$ cat src/rtl/b2l_pkg.sv
package b2l_pkg;
  localparam int LEN_W  = 8;
  localparam int SIZE_W = 3;
  localparam int RESP_W = 2;

  typedef enum logic [RESP_W-1:0] {
    RSP_OKAY   = 2'd0,
    RSP_EXOKAY = 2'd1,
    RSP_SLVERR = 2'd2,
    RSP_DECERR = 2'd3
  } resp_e;
endpackage

$ cat src/rtl/b2l_track_fifo.sv
module b2l_track_fifo #(
  parameter int WIDTH = 12,
  parameter int DEPTH = 4
) (
  input  logic             clk,
  input  logic             rst_n,
  input  logic             push,
  input  logic [WIDTH-1:0] push_data,
  input  logic             pop,
  output logic [WIDTH-1:0] head,
  output logic             full,
  output logic             nonempty
);
  localparam int PW = (DEPTH > 1) ? $clog2(DEPTH) : 1;
  localparam int CW = $clog2(DEPTH + 1);

  logic [WIDTH-1:0] mem [DEPTH];
  logic [PW-1:0] wptr_q, wptr_d, rptr_q, rptr_d;
  logic [CW-1:0] cnt_q, cnt_d;

  assign full     = (cnt_q == CW'(DEPTH));
  assign nonempty = (cnt_q != '0);
  assign head     = mem[rptr_q];

  always_comb begin
    wptr_d = wptr_q;
    rptr_d = rptr_q;
    cnt_d  = cnt_q;
    if (push) wptr_d = (wptr_q == PW'(DEPTH - 1)) ? '0 : wptr_q + PW'(1);
    if (pop)  rptr_d = (rptr_q == PW'(DEPTH - 1)) ? '0 : rptr_q + PW'(1);
    if (push && !pop) cnt_d = cnt_q + CW'(1);
    else if (pop && !push) cnt_d = cnt_q - CW'(1);
  end

  always_ff @(posedge clk or negedge rst_n) begin
    if (!rst_n) begin
      wptr_q <= '0;
      rptr_q <= '0;
      cnt_q  <= '0;
    end else begin
      wptr_q <= wptr_d;
      rptr_q <= rptr_d;
      cnt_q  <= cnt_d;
    end
  end

  always_ff @(posedge clk) begin
    if (push) mem[wptr_q] <= push_data;
  end

  // the splitter never records a burst into a full tracker
  a_r3_no_overflow: assert property (@(posedge clk) disable iff (!rst_n)
    push |-> (cnt_q != CW'(DEPTH)));
  // the framer only retires a burst that was recorded
  a_r8_no_underflow: assert property (@(posedge clk) disable iff (!rst_n)
    pop |-> (cnt_q != '0));
endmodule

$ cat src/rtl/b2l_splitter.sv
module b2l_splitter
  import b2l_pkg::*;
#(
  parameter int ADDR_W = 32,
  parameter int ID_W   = 4
) (
  input  logic              clk,
  input  logic              rst_n,
  input  logic              in_valid,
  output logic              in_ready,
  input  logic [ID_W-1:0]   in_id,
  input  logic [ADDR_W-1:0] in_addr,
  input  logic [LEN_W-1:0]  in_len,
  input  logic [SIZE_W-1:0] in_size,
  input  logic              track_full,
  output logic              track_push,
  output logic [ID_W+LEN_W-1:0] track_data,
  output logic              out_valid,
  input  logic              out_ready,
  output logic [ADDR_W-1:0] out_addr
);
  logic              busy_q, busy_d;
  logic [ADDR_W-1:0] addr_q, addr_d;
  logic [LEN_W-1:0]  left_q, left_d;
  logic [SIZE_W-1:0] size_q, size_d;
  logic              accept, beat_done;

  assign in_ready   = !busy_q && !track_full;
  assign accept     = in_valid && in_ready;
  assign track_push = accept;
  assign track_data = {in_id, in_len};
  assign out_valid  = busy_q;
  assign out_addr   = addr_q;
  assign beat_done  = busy_q && out_ready;

  always_comb begin
    busy_d = busy_q;
    addr_d = addr_q;
    left_d = left_q;
    size_d = size_q;
    if (accept) begin
      busy_d = 1'b1;
      addr_d = in_addr;
      left_d = in_len;
      size_d = in_size;
    end else if (beat_done) begin
      if (left_q == '0) begin
        busy_d = 1'b0;
      end else begin
        addr_d = addr_q + (ADDR_W'(1) << size_q);
        left_d = left_q - LEN_W'(1);
      end
    end
  end

  always_ff @(posedge clk or negedge rst_n) begin
    if (!rst_n) begin
      busy_q <= 1'b0;
      addr_q <= '0;
      left_q <= '0;
      size_q <= '0;
    end else begin
      busy_q <= busy_d;
      addr_q <= addr_d;
      left_q <= left_d;
      size_q <= size_d;
    end
  end

  // a stalled Lite address is held
  a_r2_addr_hold: assert property (@(posedge clk) disable iff (!rst_n)
    (out_valid && !out_ready) |=> (out_valid && $stable(out_addr)));
  // first Lite address is the burst start address
  a_r1_first_addr: assert property (@(posedge clk) disable iff (!rst_n)
    (in_valid && in_ready) |=> (out_valid && out_addr == $past(in_addr)));
endmodule

$ cat src/rtl/b2l_resp_framer.sv
module b2l_resp_framer
  import b2l_pkg::*;
#(
  parameter int ID_W        = 4,
  parameter int PAY_W       = 2,
  parameter bit FORWARD_ALL = 1'b0
) (
  input  logic             clk,
  input  logic             rst_n,
  input  logic             in_valid,
  output logic             in_ready,
  input  logic [PAY_W-1:0] in_pay,
  input  logic             head_valid,
  input  logic [ID_W+LEN_W-1:0] head,
  output logic             pop,
  output logic             out_valid,
  input  logic             out_ready,
  output logic [ID_W-1:0]  out_id,
  output logic [PAY_W-1:0] out_pay,
  output logic             out_last
);
  logic [LEN_W-1:0] beat_q, beat_d;
  logic [LEN_W-1:0] head_len;
  logic             at_last, xfer;

  assign head_len = head[LEN_W-1:0];
  assign out_id   = head[ID_W+LEN_W-1:LEN_W];
  assign out_pay  = in_pay;
  assign at_last  = (beat_q == head_len);
  assign out_last = at_last;

  generate
    if (FORWARD_ALL) begin : g_every_beat
      assign out_valid = in_valid && head_valid;
      assign in_ready  = out_ready && head_valid;
    end else begin : g_final_only
      assign out_valid = in_valid && head_valid && at_last;
      assign in_ready  = head_valid && (!at_last || out_ready);
    end
  endgenerate

  assign xfer = in_valid && in_ready;
  assign pop  = xfer && at_last;

  always_comb begin
    beat_d = beat_q;
    if (xfer) beat_d = at_last ? '0 : beat_q + LEN_W'(1);
  end

  always_ff @(posedge clk or negedge rst_n) begin
    if (!rst_n) beat_q <= '0;
    else        beat_q <= beat_d;
  end

  // a stalled burst-side response keeps valid and ID
  a_r10_resp_hold: assert property (@(posedge clk) disable iff (!rst_n)
    (out_valid && !out_ready) |=> (out_valid && $stable(out_id)));
  // the Lite response is not consumed while the burst side stalls
  a_r10_no_consume: assert property (@(posedge clk) disable iff (!rst_n)
    (out_valid && !out_ready) |-> !in_ready);
endmodule

$ cat src/rtl/burst2lite_bridge.sv
module burst2lite_bridge
  import b2l_pkg::*;
#(
  parameter int ADDR_W      = 32,
  parameter int DATA_W      = 32,
  parameter int ID_W        = 4,
  parameter int MAX_OVERLAP = 4
) (
  input  logic                clk,
  input  logic                rst_n,
  input  logic                s_aw_valid,
  output logic                s_aw_ready,
  input  logic [ID_W-1:0]     s_aw_id,
  input  logic [ADDR_W-1:0]   s_aw_addr,
  input  logic [7:0]          s_aw_len,
  input  logic [2:0]          s_aw_size,
  input  logic                s_w_valid,
  output logic                s_w_ready,
  input  logic [DATA_W-1:0]   s_w_data,
  input  logic [DATA_W/8-1:0] s_w_strb,
  output logic                s_b_valid,
  input  logic                s_b_ready,
  output logic [ID_W-1:0]     s_b_id,
  output logic [1:0]          s_b_resp,
  input  logic                s_ar_valid,
  output logic                s_ar_ready,
  input  logic [ID_W-1:0]     s_ar_id,
  input  logic [ADDR_W-1:0]   s_ar_addr,
  input  logic [7:0]          s_ar_len,
  input  logic [2:0]          s_ar_size,
  output logic                s_r_valid,
  input  logic                s_r_ready,
  output logic [ID_W-1:0]     s_r_id,
  output logic [DATA_W-1:0]   s_r_data,
  output logic [1:0]          s_r_resp,
  output logic                s_r_last,
  output logic                m_aw_valid,
  input  logic                m_aw_ready,
  output logic [ADDR_W-1:0]   m_aw_addr,
  output logic                m_w_valid,
  input  logic                m_w_ready,
  output logic [DATA_W-1:0]   m_w_data,
  output logic [DATA_W/8-1:0] m_w_strb,
  input  logic                m_b_valid,
  output logic                m_b_ready,
  input  logic [1:0]          m_b_resp,
  output logic                m_ar_valid,
  input  logic                m_ar_ready,
  output logic [ADDR_W-1:0]   m_ar_addr,
  input  logic                m_r_valid,
  output logic                m_r_ready,
  input  logic [DATA_W-1:0]   m_r_data,
  input  logic [1:0]          m_r_resp
);
  localparam int TRK_W = ID_W + LEN_W;
  localparam int RPAY  = DATA_W + RESP_W;

  logic             wr_push, wr_pop, wr_full, wr_nonempty;
  logic [TRK_W-1:0] wr_rec, wr_head;
  logic             rd_push, rd_pop, rd_full, rd_nonempty;
  logic [TRK_W-1:0] rd_rec, rd_head;
  logic             b_last;
  logic [RPAY-1:0]  r_pay;

  // write data goes straight across
  assign m_w_valid = s_w_valid;
  assign s_w_ready = m_w_ready;
  assign m_w_data  = s_w_data;
  assign m_w_strb  = s_w_strb;

  b2l_splitter #(.ADDR_W(ADDR_W), .ID_W(ID_W)) u_wr_split (
    .clk(clk), .rst_n(rst_n),
    .in_valid(s_aw_valid), .in_ready(s_aw_ready), .in_id(s_aw_id),
    .in_addr(s_aw_addr), .in_len(s_aw_len), .in_size(s_aw_size),
    .track_full(wr_full), .track_push(wr_push), .track_data(wr_rec),
    .out_valid(m_aw_valid), .out_ready(m_aw_ready), .out_addr(m_aw_addr));

  b2l_track_fifo #(.WIDTH(TRK_W), .DEPTH(MAX_OVERLAP)) u_wr_track (
    .clk(clk), .rst_n(rst_n), .push(wr_push), .push_data(wr_rec),
    .pop(wr_pop), .head(wr_head), .full(wr_full), .nonempty(wr_nonempty));

  b2l_resp_framer #(.ID_W(ID_W), .PAY_W(RESP_W), .FORWARD_ALL(1'b0)) u_wr_resp (
    .clk(clk), .rst_n(rst_n),
    .in_valid(m_b_valid), .in_ready(m_b_ready), .in_pay(m_b_resp),
    .head_valid(wr_nonempty), .head(wr_head), .pop(wr_pop),
    .out_valid(s_b_valid), .out_ready(s_b_ready), .out_id(s_b_id),
    .out_pay(s_b_resp), .out_last(b_last));

  b2l_splitter #(.ADDR_W(ADDR_W), .ID_W(ID_W)) u_rd_split (
    .clk(clk), .rst_n(rst_n),
    .in_valid(s_ar_valid), .in_ready(s_ar_ready), .in_id(s_ar_id),
    .in_addr(s_ar_addr), .in_len(s_ar_len), .in_size(s_ar_size),
    .track_full(rd_full), .track_push(rd_push), .track_data(rd_rec),
    .out_valid(m_ar_valid), .out_ready(m_ar_ready), .out_addr(m_ar_addr));

  b2l_track_fifo #(.WIDTH(TRK_W), .DEPTH(MAX_OVERLAP)) u_rd_track (
    .clk(clk), .rst_n(rst_n), .push(rd_push), .push_data(rd_rec),
    .pop(rd_pop), .head(rd_head), .full(rd_full), .nonempty(rd_nonempty));

  b2l_resp_framer #(.ID_W(ID_W), .PAY_W(RPAY), .FORWARD_ALL(1'b1)) u_rd_resp (
    .clk(clk), .rst_n(rst_n),
    .in_valid(m_r_valid), .in_ready(m_r_ready), .in_pay({m_r_data, m_r_resp}),
    .head_valid(rd_nonempty), .head(rd_head), .pop(rd_pop),
    .out_valid(s_r_valid), .out_ready(s_r_ready), .out_id(s_r_id),
    .out_pay(r_pay), .out_last(s_r_last));

  assign s_r_data = r_pay[RPAY-1:RESP_W];
  assign s_r_resp = r_pay[RESP_W-1:0];

  // a burst write response only appears on the final Lite response
  a_r5_b_on_last: assert property (@(posedge clk) disable iff (!rst_n)
    s_b_valid |-> (b_last && m_b_valid));
  // every forwarded read beat comes from a Lite beat
  a_r7_r_from_lite: assert property (@(posedge clk) disable iff (!rst_n)
    s_r_valid |-> m_r_valid);
endmodule

$ cat config.mk
export PLATFORM = sky130hd
export DESIGN_NAME = burst2lite_bridge
export DESIGN_NICKNAME = d
export VERILOG_FILES = /design/src/rtl/b2l_pkg.sv /design/src/rtl/b2l_track_fifo.sv /design/src/rtl/b2l_splitter.sv /design/src/rtl/b2l_resp_framer.sv /design/src/rtl/burst2lite_bridge.sv
export SDC_FILE = /design/constraint.sdc
export NUM_CORES = 1
export LEC_CHECK = 0
export ABC_AREA = 1
export BUFFER_PORTS_ARGS = -buffer_cell sky130_fd_sc_hd__buf_2
export CORE_ASPECT_RATIO = 2
export CORE_MARGIN = 2
export CORE_UTILIZATION = 59
export CTS_CLUSTER_DIAMETER = 120
export DETAILED_ROUTE_END_ITERATION = 8
export GPL_TIMING_DRIVEN = 0
export PLACE_DENSITY = 0.88
export SKIP_CTS_REPAIR_TIMING = 1
export SYNTH_ARGS = -nofsm -noshare
export SYNTH_HDL_FRONTEND = slang
export SYNTH_HIERARCHICAL = 1
export SYNTH_SLANG_ARGS = --single-unit
$ cat constraint.sdc
create_clock -name clk -period 4.5 [get_ports clk]
set_input_delay 0.45 -clock clk [delete_from_list [all_inputs] [get_ports clk]]
set_output_delay 0.45 -clock clk [all_outputs]
set_load 0.01 [all_outputs]
# Yosys cells after proc, flatten, opt, wreduce, memory -nomap -nowiden
# Memories as Yosys holds them, arrays and structs flattened.
# Index checks and enable logic that the tools add are counted.
[op_classes]
reduce_logical = 43
add_sub_neg = 14
n_shift = 2
n_eq_ne = 10
mux = 32
[ops]
columns = ["op", "count"]
rows = [
  ["$mux W32", 6],
  ["$add A32 B32 Y32", 2],
  ["$mux W8", 8],
  ["$shl A1 B3 Y32 const A", 2],
  ["$logic_and A1 B1 Y1", 19],
  ["$add A8 B1 Y8 const B", 2],
  ["$eq A8 B8 Y1", 2],
  ["$logic_not A8 Y1", 2],
  ["$sub A8 B1 Y8 const B", 2],
  ["$mux W3", 4],
  ["$reduce_bool A2 Y1", 6],
  ["$mux W1", 10],
  ["$logic_not A1 Y1", 9],
  ["$add A2 B1 Y2 const B", 4],
  ["$eq A2 B2 Y1 const B", 4],
  ["$mux W2", 4],
  ["$reduce_and A2 Y1", 4],
  ["$add A3 B1 Y3 const B", 2],
  ["$eq A3 B3 Y1 const B", 2],
  ["$reduce_bool A3 Y1", 2],
  ["$sub A3 B1 Y3 const B", 2],
  ["$ne A2 B1 Y1 const B", 2],
  ["$logic_or A1 B1 Y1", 1],
]
[totals]
memories = 2
ramBits = 96
word_cells = 119
reg_bits = 118
out_inout_bits = 155
in_bits = 178
[mem_list]
columns = ["name", "words", "width", "rd", "rd_clocked_by_memory_dff", "write_ports", "line", "text"]
rows = [
  ["u_rd_track.mem", 4, 12, 1, 0, 1, "b2l_track_fifo.sv:17", "logic [WIDTH-1:0] mem [DEPTH];"],
  ["u_wr_track.mem", 4, 12, 1, 0, 1, "b2l_track_fifo.sv:17", ""],
]

# Logic depth before layout (Yosys ltp)
# An unclocked memory read counts as a cell.
[depth]
word_depth = 10
ltp_mapped = 23
mapped_depth_nobuf = 22

# Hierarchy
# Netlist, hierarchy kept.
[modules_own_cells]
columns = ["mod", "seq_area_each_um2", "area_per_inst_um2", "cells_per_inst", "instances"]
rows = [
  ["b2l_splitter", 1101.1, 3662.3, 561, 2],
  ["b2l_track_fifo (u_wr_track)", 1616.6, 2382.3, 193, 1],
  ["b2l_track_fifo (u_rd_track)", 1616.6, 2379.8, 192, 1],
  ["b2l_resp_framer (u_rd_resp)", 200.2, 1027.2, 152, 1],
  ["b2l_resp_framer (u_wr_resp)", 200.2, 752.0, 125, 1],
  ["burst2lite_bridge", 0.0, 285.3, 38, 1],
]

# Least setup slack after synthesis
# Ideal clock, no wire load.
[synth_timing]
path_kind = "register to register"
startpoint = "register u_wr_track.rptr_q[0]"
endpoint = "register u_wr_track.cnt_q[1]"
synth_period_minus_slack_ns = 2.509
t_arrival_ns = 2.393
path_stages_with_launch = 20
required_time_ns = 4.383
setup_ns = 0.117
n_path_buf = 2
path_slack_ns = 1.991
path_cell_list = "dfrtp_1 inv_2 buf_6 buf_6 o211ai_2 nand2_1 inv_1 nand2_1 nand2_1 nor2_2 nand2_2 nor2_4 inv_2 nor3_2 inv_1 ha_1 inv_1 fa_1 nand2_1 nand2_1"
[synth_via]
elab_chain_len = 10
word_cells_on_any_way = 12
cone_classes = "eq/ne (1); mux (1); reduce/logical (9); memory (1)"
[synth_lines]
columns = ["element", "line", "text"]
rows = [
  ["from (decl)", "b2l_track_fifo.sv:18", "logic [PW-1:0] wptr_q, wptr_d, rptr_q, rptr_d;"],
  ["from (signal assigned)", "b2l_track_fifo.sv:42", "rptr_q <= rptr_d;"],
  ["$mem_v2 Z4 W12 *", "-", ""],
  ["net wr_head[2]", "burst2lite_bridge.sv:59", "logic [TRK_W-1:0] wr_rec, wr_head;"],
  ["$eq A8 B8 Y1 *", "b2l_resp_framer.sv:29", "assign at_last = (beat_q == head_len);"],
  ["net b_last", "burst2lite_bridge.sv:62", "logic b_last;"],
  ["$logic_not A1 Y1", "b2l_resp_framer.sv:38", "assign in_ready = head_valid && (!at_last || out_ready);"],
  ["$logic_or A1 B1 Y1", "b2l_resp_framer.sv:38", ""],
  ["$logic_and A1 B1 Y1", "b2l_resp_framer.sv:38", ""],
  ["$logic_and A1 B1 Y1", "b2l_resp_framer.sv:42", "assign xfer = in_valid && in_ready;"],
  ["$logic_and A1 B1 Y1 *", "b2l_resp_framer.sv:43", "assign pop = xfer && at_last;"],
  ["net wr_pop", "burst2lite_bridge.sv:58", "logic wr_push, wr_pop, wr_full, wr_nonempty;"],
  ["$logic_not A1 Y1 *", "b2l_track_fifo.sv:31", "if (push && !pop) cnt_d = cnt_q + CW'(1);"],
  ["$logic_and A1 B1 Y1 *", "b2l_track_fifo.sv:31", ""],
  ["$mux W3 *", "b2l_track_fifo.sv:31", ""],
  ["net u_wr_track.cnt_d[1]", "b2l_track_fifo.sv:19", "logic [CW-1:0] cnt_q, cnt_d;"],
  ["to (signal assigned)", "b2l_track_fifo.sv:43", "cnt_q <= cnt_d;"],
  ["to (decl)", "b2l_track_fifo.sv:19", ""],
]
# The timed path passes the listed nets; every way through them passes the cells marked *.
# A chain may end at the register's enable or synchronous reset.

# Worst setup path in the final report
[layout_timing]
startpoint = "register u_wr_track.rptr_q[1]"
endpoint = "register u_wr_track.cnt_q[1]"
# The elaborated chain is that of the path after synthesis.

==> metrics.md <==
| Metric | Value |
|---|---|
| Clock latency on the worst-skew pair | between 500 and 600 ps |
| Die ar. | ~0.025 mm² |
| Worst clock skew | around 12 ps |
| DR pass1 iterations | 6 |
| FP Rows | 80 |
| Mapped Area | ~0.014 mm² |
| Cell family with most CP delay | simple AND/OR/NAND/NOR gates |
| Core area | around 0.024 mm² |
| Status | finished, final reports clean |
| Hold Fails Final Rpt | 0 |
| Cell mode on critical path | nand2_1 |
| Area contributors post-synth | dfrtp_1 21%, edfxtp_1 20%, nand2_1 15% |
| Gpl congestion | ~0.99 |
| CTS root buffer | clkbuf_16 |
| Syn Area/Cell | 7.77 µm² |
| DR top layer | met5 |
| CP max FO | 10 |
| Async S/R FF share, synth | 0.551 |
| Most frequent cell after synthesis | nand2_1 |
| RSZ-0062 raised after global routing | false |
| CP max-delay cell | dfrtp_1 |
| Max Clk Rate | 326 MHz |
| Top-area cell type share of the netlist area | 0.209 |
| Max-slew violation count | 0 |
| Initial antenna violation count | 3 |
| CP endpoint kind | register |
| CP Class | reg -> reg |
| FF+latch count, synth | ~210 |
| Worst path max stage delay | 510 ps |
| Via Count | 13100 |
| P_leak | 8.59 nW |
| First-pass GRT wire length | just over 60000 µm |
| Die width | roughly 110 µm |
| Post-route ant nets | 0 |
| Max_slew headroom | 0.555 |
| Global Route Usage Sum | 0.309 |
| TritonCTS Sinks | ~210 |
| PortBufs | 250 |
| Final period util | 0.683 |
| CP bufs+invs | 5 |
| Max Cap Viol | 0 |
| Met1 Routed Length | between 10000 and 15000 µm |
| CTS Buf Count | 20 |
| Final worst path period need | 3070 ps |
| Synth area leader | dfrtp_1 |
| Overall routed net length | 39900 µm |
| Sum Neg Setup Slack | 0 ps |
| WP data arrival | 3470 ps |
| Starting density of the core | 0.597 |
| Vias in the first global route | roughly 13000 |
| Clk slew on worst S/H paths | ~70 ps |
| Setup violations, final | 0 |
| GRT overflow | 0 |
| CP cell instances | buf_2 > o211ai_1 > nand2_1 > inv_1 > nand2_1 > nand2_1 > nor2_1 > nand2_2 > nor2_4 > inv_2 > nor3_2 > inv_1 > ha_1 > inv_1 > fa_1 > nand2_1 > nand2_1 |
| Worst Path Required | approximately 4900 ps |
| Peak supply drop | between 400 and 500 µV |
| I/O pin cnt | 333 |
| Most frequent cells after synthesis | 564 x nand2_1, 204 x inv_1, 134 x nor2_1 |
| Largest net degree at the start of global routing | between 60 and 70 |
| Register area share after synthesis | 0.412 |
| # nets final | 2312 |
| Post-synth EDFFs | 96 |
| Met2 Wirelength | 21600 µm |
| Met3 WL | between 2000 and 3000 µm |
| Worst Tran Pin Value | about 670 ps |
| Synth warn | 6 |
| Routed vias/inst | 5.48 |
| DRC errors left | 0 |
| Type of the worst min-delay path | in -> reg |
| Detailed Place HPWL | a little over 30000 µm |
| P per Cell Area | between 500 and 600 mW/mm² |
| Share of layout cells above drive strength 1 | 0.287 |
| Die Height | 223 µm |
| Initial DRC count | slightly below 900 |
| Clk buf depth | 3 |
| Library cells used by synthesis | 45 |
| PnR Total Power | roughly 9.7 mW |
| Most used DFF post-synth | dfrtp_1 |
| Nature of the critical path startpoint | register |
| H-tree depth | 1 |
| WL/cell | 16.6 µm |
| Syn nets | between 2000 and 2500 |
| Area delta synth->final | 16.7% |
| TritonCTS clock tree | built |
| Cells after Synth | ~1800 |
==> routing by layer <==
metal / vias to the layer above / GRT usage
met3: 159 / 0.0356
met5: - / 0
met4: 2 / 0.201
met1: 6056 / 0.310
li1: 6265 / -
met2: 660 / 0.585
==> where the power goes <==
group | internal [mW] | total, mW | switching (mW)
registers | 2.57 | 3.26 | 0.689
clock network | 1.04 | 1.82 | 0.776
logic | 1.69 | 4.59 | 2.90
==> through the flow <==
stage               cell area (µm²)  std cells  worst slack [ps]  hold WS, ps  utilization
finish                        16500       2399              1430          144        0.696
global route                  16500       2399              1220          139        0.696
CTS                           16500       2396              1450        -86.9        0.696
detailed placement            15800       2360              1460          456        0.666
global placement              15800       2359              1320          456        0.664
floorplan                     14200       1822              1990          154            -
==> worst paths after layout <==
path | slack [ps] | cells past startpoint | end | startpoint
worst max-delay path | 1430 | 17 | u_wr_track/cnt_q[1] | u_wr_track/rptr_q[1]
worst max register to register | 1430 | 17 | u_wr_track/cnt_q[1] | u_wr_track/rptr_q[1]
worst min-delay path | 140 | 1 | u_rd_track/mem[2][10] | s_ar_id[2]
max in group asynchronous | 3290 | 3 | u_wr_track/wptr_q[1] | rst_n
worst min register to register | 490 | 2 | u_rd_track/cnt_q[2] | u_rd_track/cnt_q[2]
min in group asynchronous | 470 | 2 | u_rd_split/out_addr[25] | rst_n
==> worst register-to-register path, delay by kind of cell (launching register included) <==
kind / cells / cell delay [ps]
DFF: 1 / 510
AOI/OAI and AO/OA: 1 / 140
adders and majority gates: 2 / 620
and+or+nand+nor: 9 / 1090
buffers and inverters: 5 / 610
==> state kept, by name (all words and copies together) (netlist names), 3 cells and up <==
register             cells
u_rd_resp/beat_q         8
u_rd_split/left_q        8
u_rd_split/out_addr     32
u_rd_split/size_q        3
u_rd_track/cnt_q         3
u_rd_track/mem          48
u_wr_resp/beat_q         8
u_wr_split/left_q        8
u_wr_split/out_addr     32
u_wr_split/size_q        3
u_wr_track/cnt_q         3
u_wr_track/mem          48
==> logic make-up (layout without fill, tap and decap cells) <==
family	count (synthesis)	after routing	synth area share
buffers and inverters	407	695	0.147
adder cells (fa/ha/maj)	38	38	0.0357
flip-flops	214	214	0.412
other	0	2	0
AND/OR/NAND/NOR	965	965	0.307
AO/OA/AOI/OAI	177	177	0.0845
XOR/XNOR	21	21	0.0130
==> cell type report <==
| type | instances | area (µm²) |
|---|---|---|
| inverters | 255 | 961 |
| multi-input cells | 1201 | 6240 |
| flip-flops and latches | 214 | 5840 |
| clock buffers | 27 | 621 |
| repair buffers | 252 | 1290 |
| clock inverters | 9 | 87.6 |
| fillers | 1894 | 7200 |
| plain buffers | 152 | 1120 |
| diodes | 2 | 5.00 |
| well taps | 287 | 359 |
==> cells in the final DEF (no fill, tap or decap), drive strengths merged <==
master       Yosys  layout
a211oi           2       2
a21oi           29      29
a31oi           22      22
and2             2       2
buf            146     397
bufinv           0       1
clkbuf           6      33
clkinv           1       5
clkinvlp         0       2
dfrtp          118     118
diode            0       2
dlygate4sd3      0       1
edfxtp          96      96
fa               4       4
ha              34      34
inv            254     256
nand2          602     602
nand3          130     130
nand3b          14      14
nand4           15      15
nor2           161     161
nor3            37      37
o211ai          50      50
o21a             2       2
o21ai           70      70
o22ai            2       2
or2              4       4
xnor2            4       4
xor2            17      17
(Power assumes the default switching activity.)
